===== config.mk =====
export PLATFORM = sky130hd
export DESIGN_NAME = rgb_pwm_driver
export DESIGN_NICKNAME = d
export VERILOG_FILES = /design/src/rtl/rgb_pwm_pkg.sv /design/src/rtl/pwm_tick_gen.sv /design/src/rtl/pwm_period_seq.sv /design/src/rtl/pwm_channel.sv /design/src/rtl/rgb_pwm_driver.sv
export SDC_FILE = /design/constraint.sdc
export NUM_CORES = 1
export LEC_CHECK = 0
export BUFFER_PORTS_ARGS = -buffer_cell sky130_fd_sc_hd__buf_4
export CAP_MARGIN = 10
export CORE_ASPECT_RATIO = 0.8
export CORE_MARGIN = 4
export CORE_UTILIZATION = 50
export DETAILED_ROUTE_END_ITERATION = 8
export GPL_TIMING_DRIVEN = 0
export PLACE_DENSITY_LB_ADDON = 0.05
export SLEW_MARGIN = 0
export SYNTH_ARGS = -nofsm -noshare
export SYNTH_HDL_FRONTEND = slang
export SYNTH_SLANG_ARGS = --single-unit

===== constraint.sdc =====
create_clock -name clk -period 2.54 [get_ports clk]
set_clock_uncertainty 0.15 [all_clocks]
set_input_delay 0.127 -clock clk [delete_from_list [all_inputs] [get_ports clk]]
set_output_delay 0.127 -clock clk [all_outputs]
set_load 0.01 [all_outputs]

===== src/rtl/rgb_pwm_pkg.sv =====
package rgb_pwm_pkg;

    typedef enum logic [1:0] {
        ST_OFF = 2'd0,
        ST_ARM = 2'd1,
        ST_RUN = 2'd2
    } seq_state_t;

    localparam int COL_RED   = 0;
    localparam int COL_GREEN = 1;
    localparam int COL_BLUE  = 2;
    localparam int COLOURS   = 3;

endpackage


===== src/rtl/pwm_tick_gen.sv =====
module pwm_tick_gen #(
    parameter int PRESC = 2
) (
    input  logic clk,
    input  logic rst,
    input  logic run,
    output logic tick
);
    localparam int PW = (PRESC > 1) ? $clog2(PRESC) : 1;
    localparam logic [PW-1:0] LAST = PW'(PRESC - 1);

    logic [PW-1:0] div_q;

    always_ff @(posedge clk) begin
        if (rst || !run) begin
            div_q <= '0;
        end else if (div_q == LAST) begin
            div_q <= '0;
        end else begin
            div_q <= div_q + 1'b1;
        end
    end

    assign tick = run && (div_q == LAST);

    // ticks never appear while the sequencer is stopped
    assert_tick_only_running_R3: assert property (@(posedge clk) disable iff (rst)
        !run |-> !tick);

    // a stop restarts the divider phase from zero
    assert_divider_cleared_R7: assert property (@(posedge clk) disable iff (rst)
        !run |=> (div_q == '0));

endmodule


===== src/rtl/pwm_period_seq.sv =====
module pwm_period_seq
    import rgb_pwm_pkg::*;
#(
    parameter int CNT_W = 8
) (
    input  logic             clk,
    input  logic             rst,
    input  logic             enable,
    input  logic             tick,
    output logic             run,
    output logic             load,
    output logic [CNT_W-1:0] per_cnt
);
    localparam logic [CNT_W-1:0] CNT_MAX = {CNT_W{1'b1}};

    seq_state_t       st_q, st_d;
    logic [CNT_W-1:0] per_q;

    // next-state logic
    always_comb begin
        st_d = st_q;
        unique case (st_q)
            ST_OFF:  if (enable) st_d = ST_ARM;
            ST_ARM:  st_d = enable ? ST_RUN : ST_OFF;
            ST_RUN:  if (!enable) st_d = ST_OFF;
            default: st_d = ST_OFF;
        endcase
    end

    // state register
    always_ff @(posedge clk) begin
        if (rst) begin
            st_q <= ST_OFF;
        end else begin
            st_q <= st_d;
        end
    end

    // period counter
    always_ff @(posedge clk) begin
        if (rst || st_q != ST_RUN) begin
            per_q <= '0;
        end else if (tick) begin
            per_q <= per_q + 1'b1;
        end
    end

    // outputs
    always_comb begin
        run  = 1'b0;
        load = 1'b0;
        unique case (st_q)
            ST_OFF: begin
                run  = 1'b0;
                load = 1'b0;
            end
            ST_ARM: begin
                run  = 1'b0;
                load = 1'b1;
            end
            ST_RUN: begin
                run  = 1'b1;
                load = tick && (per_q == CNT_MAX);
            end
            default: begin
                run  = 1'b0;
                load = 1'b0;
            end
        endcase
    end

    assign per_cnt = per_q;

    // the counter holds between ticks while running
    assert_count_holds_R3: assert property (@(posedge clk) disable iff (rst)
        (st_q == ST_RUN && enable && !tick) |=> $stable(per_q));

    // enable low stops the sequencer at the next edge
    assert_stop_on_disable_R7: assert property (@(posedge clk) disable iff (rst)
        !enable |=> (st_q == ST_OFF));

    // one cycle after stopping the counter is back at zero
    assert_counter_cleared_R7: assert property (@(posedge clk) disable iff (rst)
        (st_q == ST_OFF) |=> (per_q == '0));

    // running is always preceded by the arm cycle or by running
    assert_arm_before_run_R7: assert property (@(posedge clk) disable iff (rst)
        $rose(run) |-> ($past(st_q) == ST_ARM));

endmodule


===== src/rtl/pwm_channel.sv =====
module pwm_channel #(
    parameter int DUTY_W = 8
) (
    input  logic              clk,
    input  logic              rst,
    input  logic              wr_hit,
    input  logic [DUTY_W-1:0] wr_duty,
    input  logic              load,
    input  logic              run,
    input  logic [DUTY_W-1:0] per_cnt,
    output logic              drive
);
    localparam logic [DUTY_W-1:0] HALF = DUTY_W'(1) << (DUTY_W - 1);

    logic [DUTY_W-1:0] shadow_q;
    logic [DUTY_W-1:0] active_q;
    logic [DUTY_W-1:0] on_ticks;

    always_ff @(posedge clk) begin
        if (rst) begin
            shadow_q <= '0;
        end else if (wr_hit) begin
            shadow_q <= wr_duty;
        end
    end

    always_ff @(posedge clk) begin
        if (rst) begin
            active_q <= '0;
        end else if (load) begin
            active_q <= shadow_q;
        end
    end

    // halving keeps the on-time below half the period
    assign on_ticks = active_q >> 1;
    assign drive    = run && (per_cnt < on_ticks);

    // the line is never high in the upper half of the period
    assert_half_limit_R4: assert property (@(posedge clk) disable iff (rst)
        drive |-> (per_cnt < HALF));

    // codes 0 and 1 keep the line dark
    assert_zero_dark_R5: assert property (@(posedge clk) disable iff (rst)
        (active_q < DUTY_W'(2)) |-> !drive);

    // the compare value moves only at a boundary
    assert_load_at_boundary_R6: assert property (@(posedge clk) disable iff (rst)
        !load |=> $stable(active_q));

    // at the start of a period any non-zero on-time is lit
    assert_lit_at_start_R3: assert property (@(posedge clk) disable iff (rst)
        (run && per_cnt == '0 && on_ticks != '0) |-> drive);

endmodule


===== src/rtl/rgb_pwm_driver.sv =====
module rgb_pwm_driver
    import rgb_pwm_pkg::*;
#(
    parameter int NUM_LEDS = 2,
    parameter int DUTY_W   = 8,
    parameter int PRESC    = 2,
    localparam int NUM_CH  = NUM_LEDS * COLOURS,
    localparam int CH_W    = (NUM_CH > 1) ? $clog2(NUM_CH) : 1
) (
    input  logic              clk,
    input  logic              rst,
    input  logic              enable,
    input  logic              wr_en,
    input  logic [CH_W-1:0]   wr_chan,
    input  logic [DUTY_W-1:0] wr_duty,
    output logic [NUM_CH-1:0] drive
);
    logic              run;
    logic              tick;
    logic              load;
    logic [DUTY_W-1:0] per_cnt;

    pwm_tick_gen #(
        .PRESC (PRESC)
    ) u_tick (
        .clk  (clk),
        .rst  (rst),
        .run  (run),
        .tick (tick)
    );

    pwm_period_seq #(
        .CNT_W (DUTY_W)
    ) u_seq (
        .clk     (clk),
        .rst     (rst),
        .enable  (enable),
        .tick    (tick),
        .run     (run),
        .load    (load),
        .per_cnt (per_cnt)
    );

    // channel i belongs to led i/3, colour i%3
    for (genvar i = 0; i < NUM_CH; i++) begin : g_chan
        logic hit;
        assign hit = wr_en && (wr_chan == CH_W'(i));

        pwm_channel #(
            .DUTY_W (DUTY_W)
        ) u_chan (
            .clk     (clk),
            .rst     (rst),
            .wr_hit  (hit),
            .wr_duty (wr_duty),
            .load    (load),
            .run     (run),
            .per_cnt (per_cnt),
            .drive   (drive[i])
        );
    end

    // no line lights while the sequencer is not running
    assert_idle_dark_R7: assert property (@(posedge clk) disable iff (rst)
        !run |-> (drive == '0));

    // the cycle after reset all lines are low
    assert_reset_dark_R1: assert property (@(posedge clk)
        rst |=> (drive == '0));

endmodule


Yosys cells after proc, flatten, opt, wreduce, memory -nomap -nowiden
Cells that the tools add are included.
{"block": "totals", "wordCells": 61, "register_bits": 107, "mem_count": 0, "out_inout_bits": 6, "latchBits": 0, "inputBits": 15, "ramBits": 0, "mem_bits_ro": 0}
{"block": "classes", "mul": 0, "eq_ne": 11, "reduce_logical": 21, "muxes": 6, "magnitude_cmp": 6, "bitwise": 0, "n_div": 0, "shift": 0, "add_sub_neg": 2}
{"cell": "$lt A8 B7 Y1", "n": 6}
{"cell": "$logic_and A1 B1 Y1", "n": 14}
{"cell": "$add A8 B1 Y8 const B", "n": 1}
{"cell": "$eq A8 B8 Y1 const B", "n": 1}
{"cell": "$eq A3 B2 Y1 const B", "n": 2}
{"cell": "$eq A3 B3 Y1 const B", "n": 2}
{"cell": "$mux W2", "n": 3}
{"cell": "$ne A2 B2 Y1 const B", "n": 3}
{"cell": "$pmux W2 S3", "n": 1}
{"cell": "$eq A3 B1 Y1 const B", "n": 1}
{"cell": "$logic_not A3 Y1", "n": 1}
{"cell": "$eq A2 B1 Y1 const B", "n": 1}
{"cell": "$eq A2 B2 Y1 const B", "n": 1}
{"cell": "$logic_not A2 Y1", "n": 1}
{"cell": "$logic_or A1 B1 Y1", "n": 2}
{"cell": "$pmux W1 S2", "n": 1}
{"cell": "$reduce_and A2 Y1", "n": 1}
{"cell": "$reduce_or A2 Y1", "n": 1}
{"cell": "$add A1 B1 Y1 const B", "n": 1}
{"cell": "$logic_not A1 Y1", "n": 1}
{"cell": "$mux W1", "n": 1}

Depth between registers and ports, before layout
{"block": "logic_depth", "ltp_word": 5, "ltp_mapped": 8, "ltp_nobuf": 6}

By module
From an unflattened synthesis, not the netlist that was laid out.
{"block": "hier_totals", "hier_cells": 460, "area_unflattened_um2": 4499.3}
{"module": "pwm_channel", "seq_area_each_um2": 280.3, "cells_each": 66, "n_inst": 6, "area_each_um2": 648.1}
{"module": "pwm_period_seq", "seq_area_each_um2": 200.2, "cells_each": 55, "n_inst": 1, "area_each_um2": 495.5}
{"module": "rgb_pwm_driver", "seq_area_each_um2": 0.0, "cells_each": 6, "n_inst": 1, "area_each_um2": 75.1}
{"module": "pwm_tick_gen", "seq_area_each_um2": 20.0, "cells_each": 3, "n_inst": 1, "area_each_um2": 40.0}

Worst setup path before layout
Ideal clock, no wire load.
{"block": "synth_path", "path_type": "register to output", "from": "register u_seq.per_q[3] (netlist: u_seq.per_cnt[3])", "to": "output drive[3]", "required_time_ps": 2263, "path_buffers": 1, "arrival_time_ps": 1593, "stages_incl_launch_ff": 7, "slack_ps": 670, "cell_sequence": "dfxtp_1 ha_1 a211o_1 a21oi_1 o21ai_0 a211oi_1 buf_4"}
{"block": "synth_via", "elab_chain_cells": 2}
{"element": "start, declared", "line": "pwm_period_seq.sv:17", "text": "logic [CNT_W-1:0] per_q;"}
{"element": "start signal, assigned", "line": "pwm_period_seq.sv:44", "text": "per_q <= per_q + 1'b1;"}
{"element": "$lt A8 B7 Y1", "line": "pwm_channel.sv:37", "text": "assign drive = run && (per_cnt < on_ticks);"}
{"element": "$logic_and A1 B1 Y1", "line": "pwm_channel.sv:37"}
{"element": "end, declared", "line": "rgb_pwm_driver.sv:16", "text": "output logic [NUM_CH-1:0] drive"}
No other way between the ends.

Final worst setup path
{"block": "layout_path", "from": "register u_seq.per_q[5] (netlist: u_seq.per_cnt[5])", "to": "output drive[5]"}
Same word-level chain as after synthesis.

==> run summary <==
Vias - 3489
WHS Path Cells - 5
Clock root cell - clkbuf_16
GRT Overall Usage - 21.0%
CTS Buffer Depth - 2
Post-route cell area - 5230 um^2
Most frequent cells after synthesis - dfxtp_1 (95), nand2_1 (94), nor2_1 (61), a21oi_1 (44), mux2i_1 (44)
Via-to-Cell Ratio - 5.16
Synth Flop Type - dfxtp_1
Post-DP Area - 4850 um^2
Avg Inst Size Synth - 8.75 um^2
Core area - 8710 um^2
GPL Wtd Cong - 0.741
Min-delay worst type - primary input to register
Cell mode on critical path - buf_4
FF-to-FF End - g_chan[2].u_chan.active_q[1]$_SDFFE_PP0P_
Post-synth top area share - 41.6%
Layout cells sized above 1 - 12.9%
Final ANT Viol Nets - 0
Syn-to-layout area delta - 14.3%
Crit path max-delay cell type - dfxtp_4
Clock sink count - 95
DR WL/cell - 15.7 um
CTS buffer count - 9
Clock slew at reported path FFs - 0.06 ns
Filler cells - 807
Die X - 115 um
Status - complete, no violations
Slowest stage delay, CP - 0.40 ns
CP Cell Sequence - ha_1, a211o_1, a21oi_1, o21ai_0, a211oi_2, buf_4, buf_4
Worst-Margin Slew - 0.728 ns
Worst VDD drop - 0.475 mV
Setup CP Type - register to primary output
PwrDens - 579 nW/um^2
Critical path fanouts, max - 9
Min-delay src - enable
Max_cap viols - 0
Final TNS setup - 0 ns
First-pass GRT wire length - 17100 um
Final worst path period share - 95.9%
Initial antenna violation count - 0
DP Wirelength - 7660 um
Fmax - 0.410 GHz
Port Buf Inserts - 18
Net count after synthesis - 578
Yosys cell types - 33
CP arrival - 2.16 ns
Hold endpoint - u_seq.st_q[0]$_SDFFE_PP0P_
Fin. Hold Viols - 0
Largest net degree at the start of global routing - 16
CP endpoint kind - primary output
Slew margin rel. - 51.2%
Startpoint Class - register
Worst Path Required - 2.26 ns
# setup viols final - 0
Post-synth EDFFs - 0
Cells after synthesis - 523
CTS tree - done
Synthesized area - 4570 um^2
Die area - 10800 um^2
Vias in the first global route - 3280
Initial DRC Count - 167
FF-to-FF path depth - 6
Ys async rst share - 0%
Initial core utilization - 52.5%
Worst R2R Setup Slack - 0.45 ns
Grt ovf - 0
Remaining DRCs - 0
Number of diodes - 0
Row count - 30
Synth area leaders - dfxtp_1 (42%), ha_1 (11%), mux2i_1 (9.6%)
Leading area contributor after synthesis - dfxtp_1
Tmin final - 2.44 ns
Routed wire length - 10600 um
Max-slew violations - 0
CP Launch Point - u_seq.per_cnt[5]$_SDFFE_PP0N_
Yosys warning total - 0
Postcts setup bufs - 0
Leakage - 2.04 nW
Clk Latency, worst-skew pair - 0.34 ns
Die H - 93.6 um
Register area share after synthesis - 41.6%
Nets - 614
R2r startpoint - u_seq.per_cnt[0]$_SDFFE_PP0N_
Buf+Inv Stages, Crit Path - 2
Ports - 21
Yosys reg bits - 95
Top delay family on crit path - compound AO/OA/AOI/OAI gates
Most instantiated library cell after synthesis - dfxtp_1
Drt pass-1 iters - 5
Unrepaired setup endpoints after global routing - false
Number of H-tree levels - 3
## worst min-delay path, delay by kind of cell
kind	cells	cell delay [ns]
buffers and inverters	1	0.09
AO/OA/AOI/OAI	2	0.11
AND/OR/NAND/NOR	2	0.16
## timing repair
item / CTS / global route
gates resized for setup: 4 / 3
gates cloned: 0 / 0
endpoints found under the setup margin: 6 / 2
endpoints found under the hold margin: 42 / 0
hold buffers: 7 / 0
## registers in the layout, indices dropped and copies added, names as in the netlist
register                flops
g_chan.u_chan.active_q     42
g_chan.u_chan.shadow_q     42
u_seq.per_cnt               8
u_seq.st_q                  2
u_tick.div_q                1
## layout make-up
class | instances | area [um^2] | area share, %
inverter | 38 | 143 | 2.73
tap | 112 | 140 | 2.68
buffer | 33 | 203 | 3.88
multi-input combinational | 357 | 2330 | 44.6
timing repair buffer | 25 | 205 | 3.93
clock buffer | 12 | 236 | 4.52
clock inverter | 4 | 55.1 | 1.05
sequential | 95 | 1910 | 36.6
## routing by layer
layer / part of all wire, % / GRT usage [%] / vias to the layer above
met4: 1.3 / 4.69 / 0
met5: 0 / 0 / -
met1: 51 / 31.1 / 1602
li1: - / - / 1801
met2: 41 / 30.5 / 76
met3: 5.9 / 5.11 / 10
## power by group
part	internal [mW]	total (mW)	switching [mW]
Combinational	0.0745	0.194	0.119
Sequential	1.51	1.52	0.0120
Clock	0.769	1.31	0.546
Total	2.35	3.03	0.677
## cell usage in the layout (no fill, tap or decap), types with 2 or more instances in the layout
cell type      synthesis  routed
ha_1                  40      40
nor3b_1                6       6
a211oi_1               6       5
nand4b_1               2       2
o21ai_0                6       6
buf_2                  9       9
inv_1                 38      38
dlygate4sd3_1          0       7
buf_6                  6       6
nand4_1                2       2
xor2_1                 6       6
buf_4                  6      24
clkbuf_1              10      13
nor2_1                61      61
a21oi_2               13      13
dfxtp_2                0       2
a211o_1                6       6
nand2_1               94      94
clkbuf_16              0       9
nand2b_1               8       8
a21oi_1               44      44
nor4bb_1               2       2
mux2i_1               44      44
o21a_1                 6       6
dfxtp_1               95      91
dfxtp_4                0       2
and4_1                 2       2
buf_1                  2       2
## how the worst max path moves through the flow
stage / to / slack [ns] / depth (start not counted)
2_1_floorplan: drive[3] / 0.67 / 6
3_3_place_gp: drive[5] / 0.17 / 7
3_5_place_dp: drive[5] / 0.16 / 7
4_1_cts: drive[5] / 0.07 / 7
5_1_grt: drive[0] / 0.02 / 7
6_report: drive[5] / 0.10 / 7
## kinds of logic after synthesis
family                     synth area share, %
AOI/OAI and AO/OA                         11.7
xor gates and xnor gates                  1.34
adders and majority gates                 10.9
buffers and inverters                     7.55
DFF                                       41.6
muxes                                     9.63
and+or+nand+nor                           17.3
## stage by stage
stage	total power, mW	util [%]	hold WS [ns]	std cells	setup slack [ns]
after global placement	1.74	55.7	0.272	653	0.174
final	3.03	60.0	0.0395	676	0.104
after CTS	3.06	59.9	0.0301	676	0.0672
after global routing	3.16	60.0	0.0695	676	0.0206
after detailed placement	1.74	55.7	0.278	653	0.160
after floorplan	1.67	-	0.121	523	0.670
Note: power is estimated with default switching activity, not from simulation.
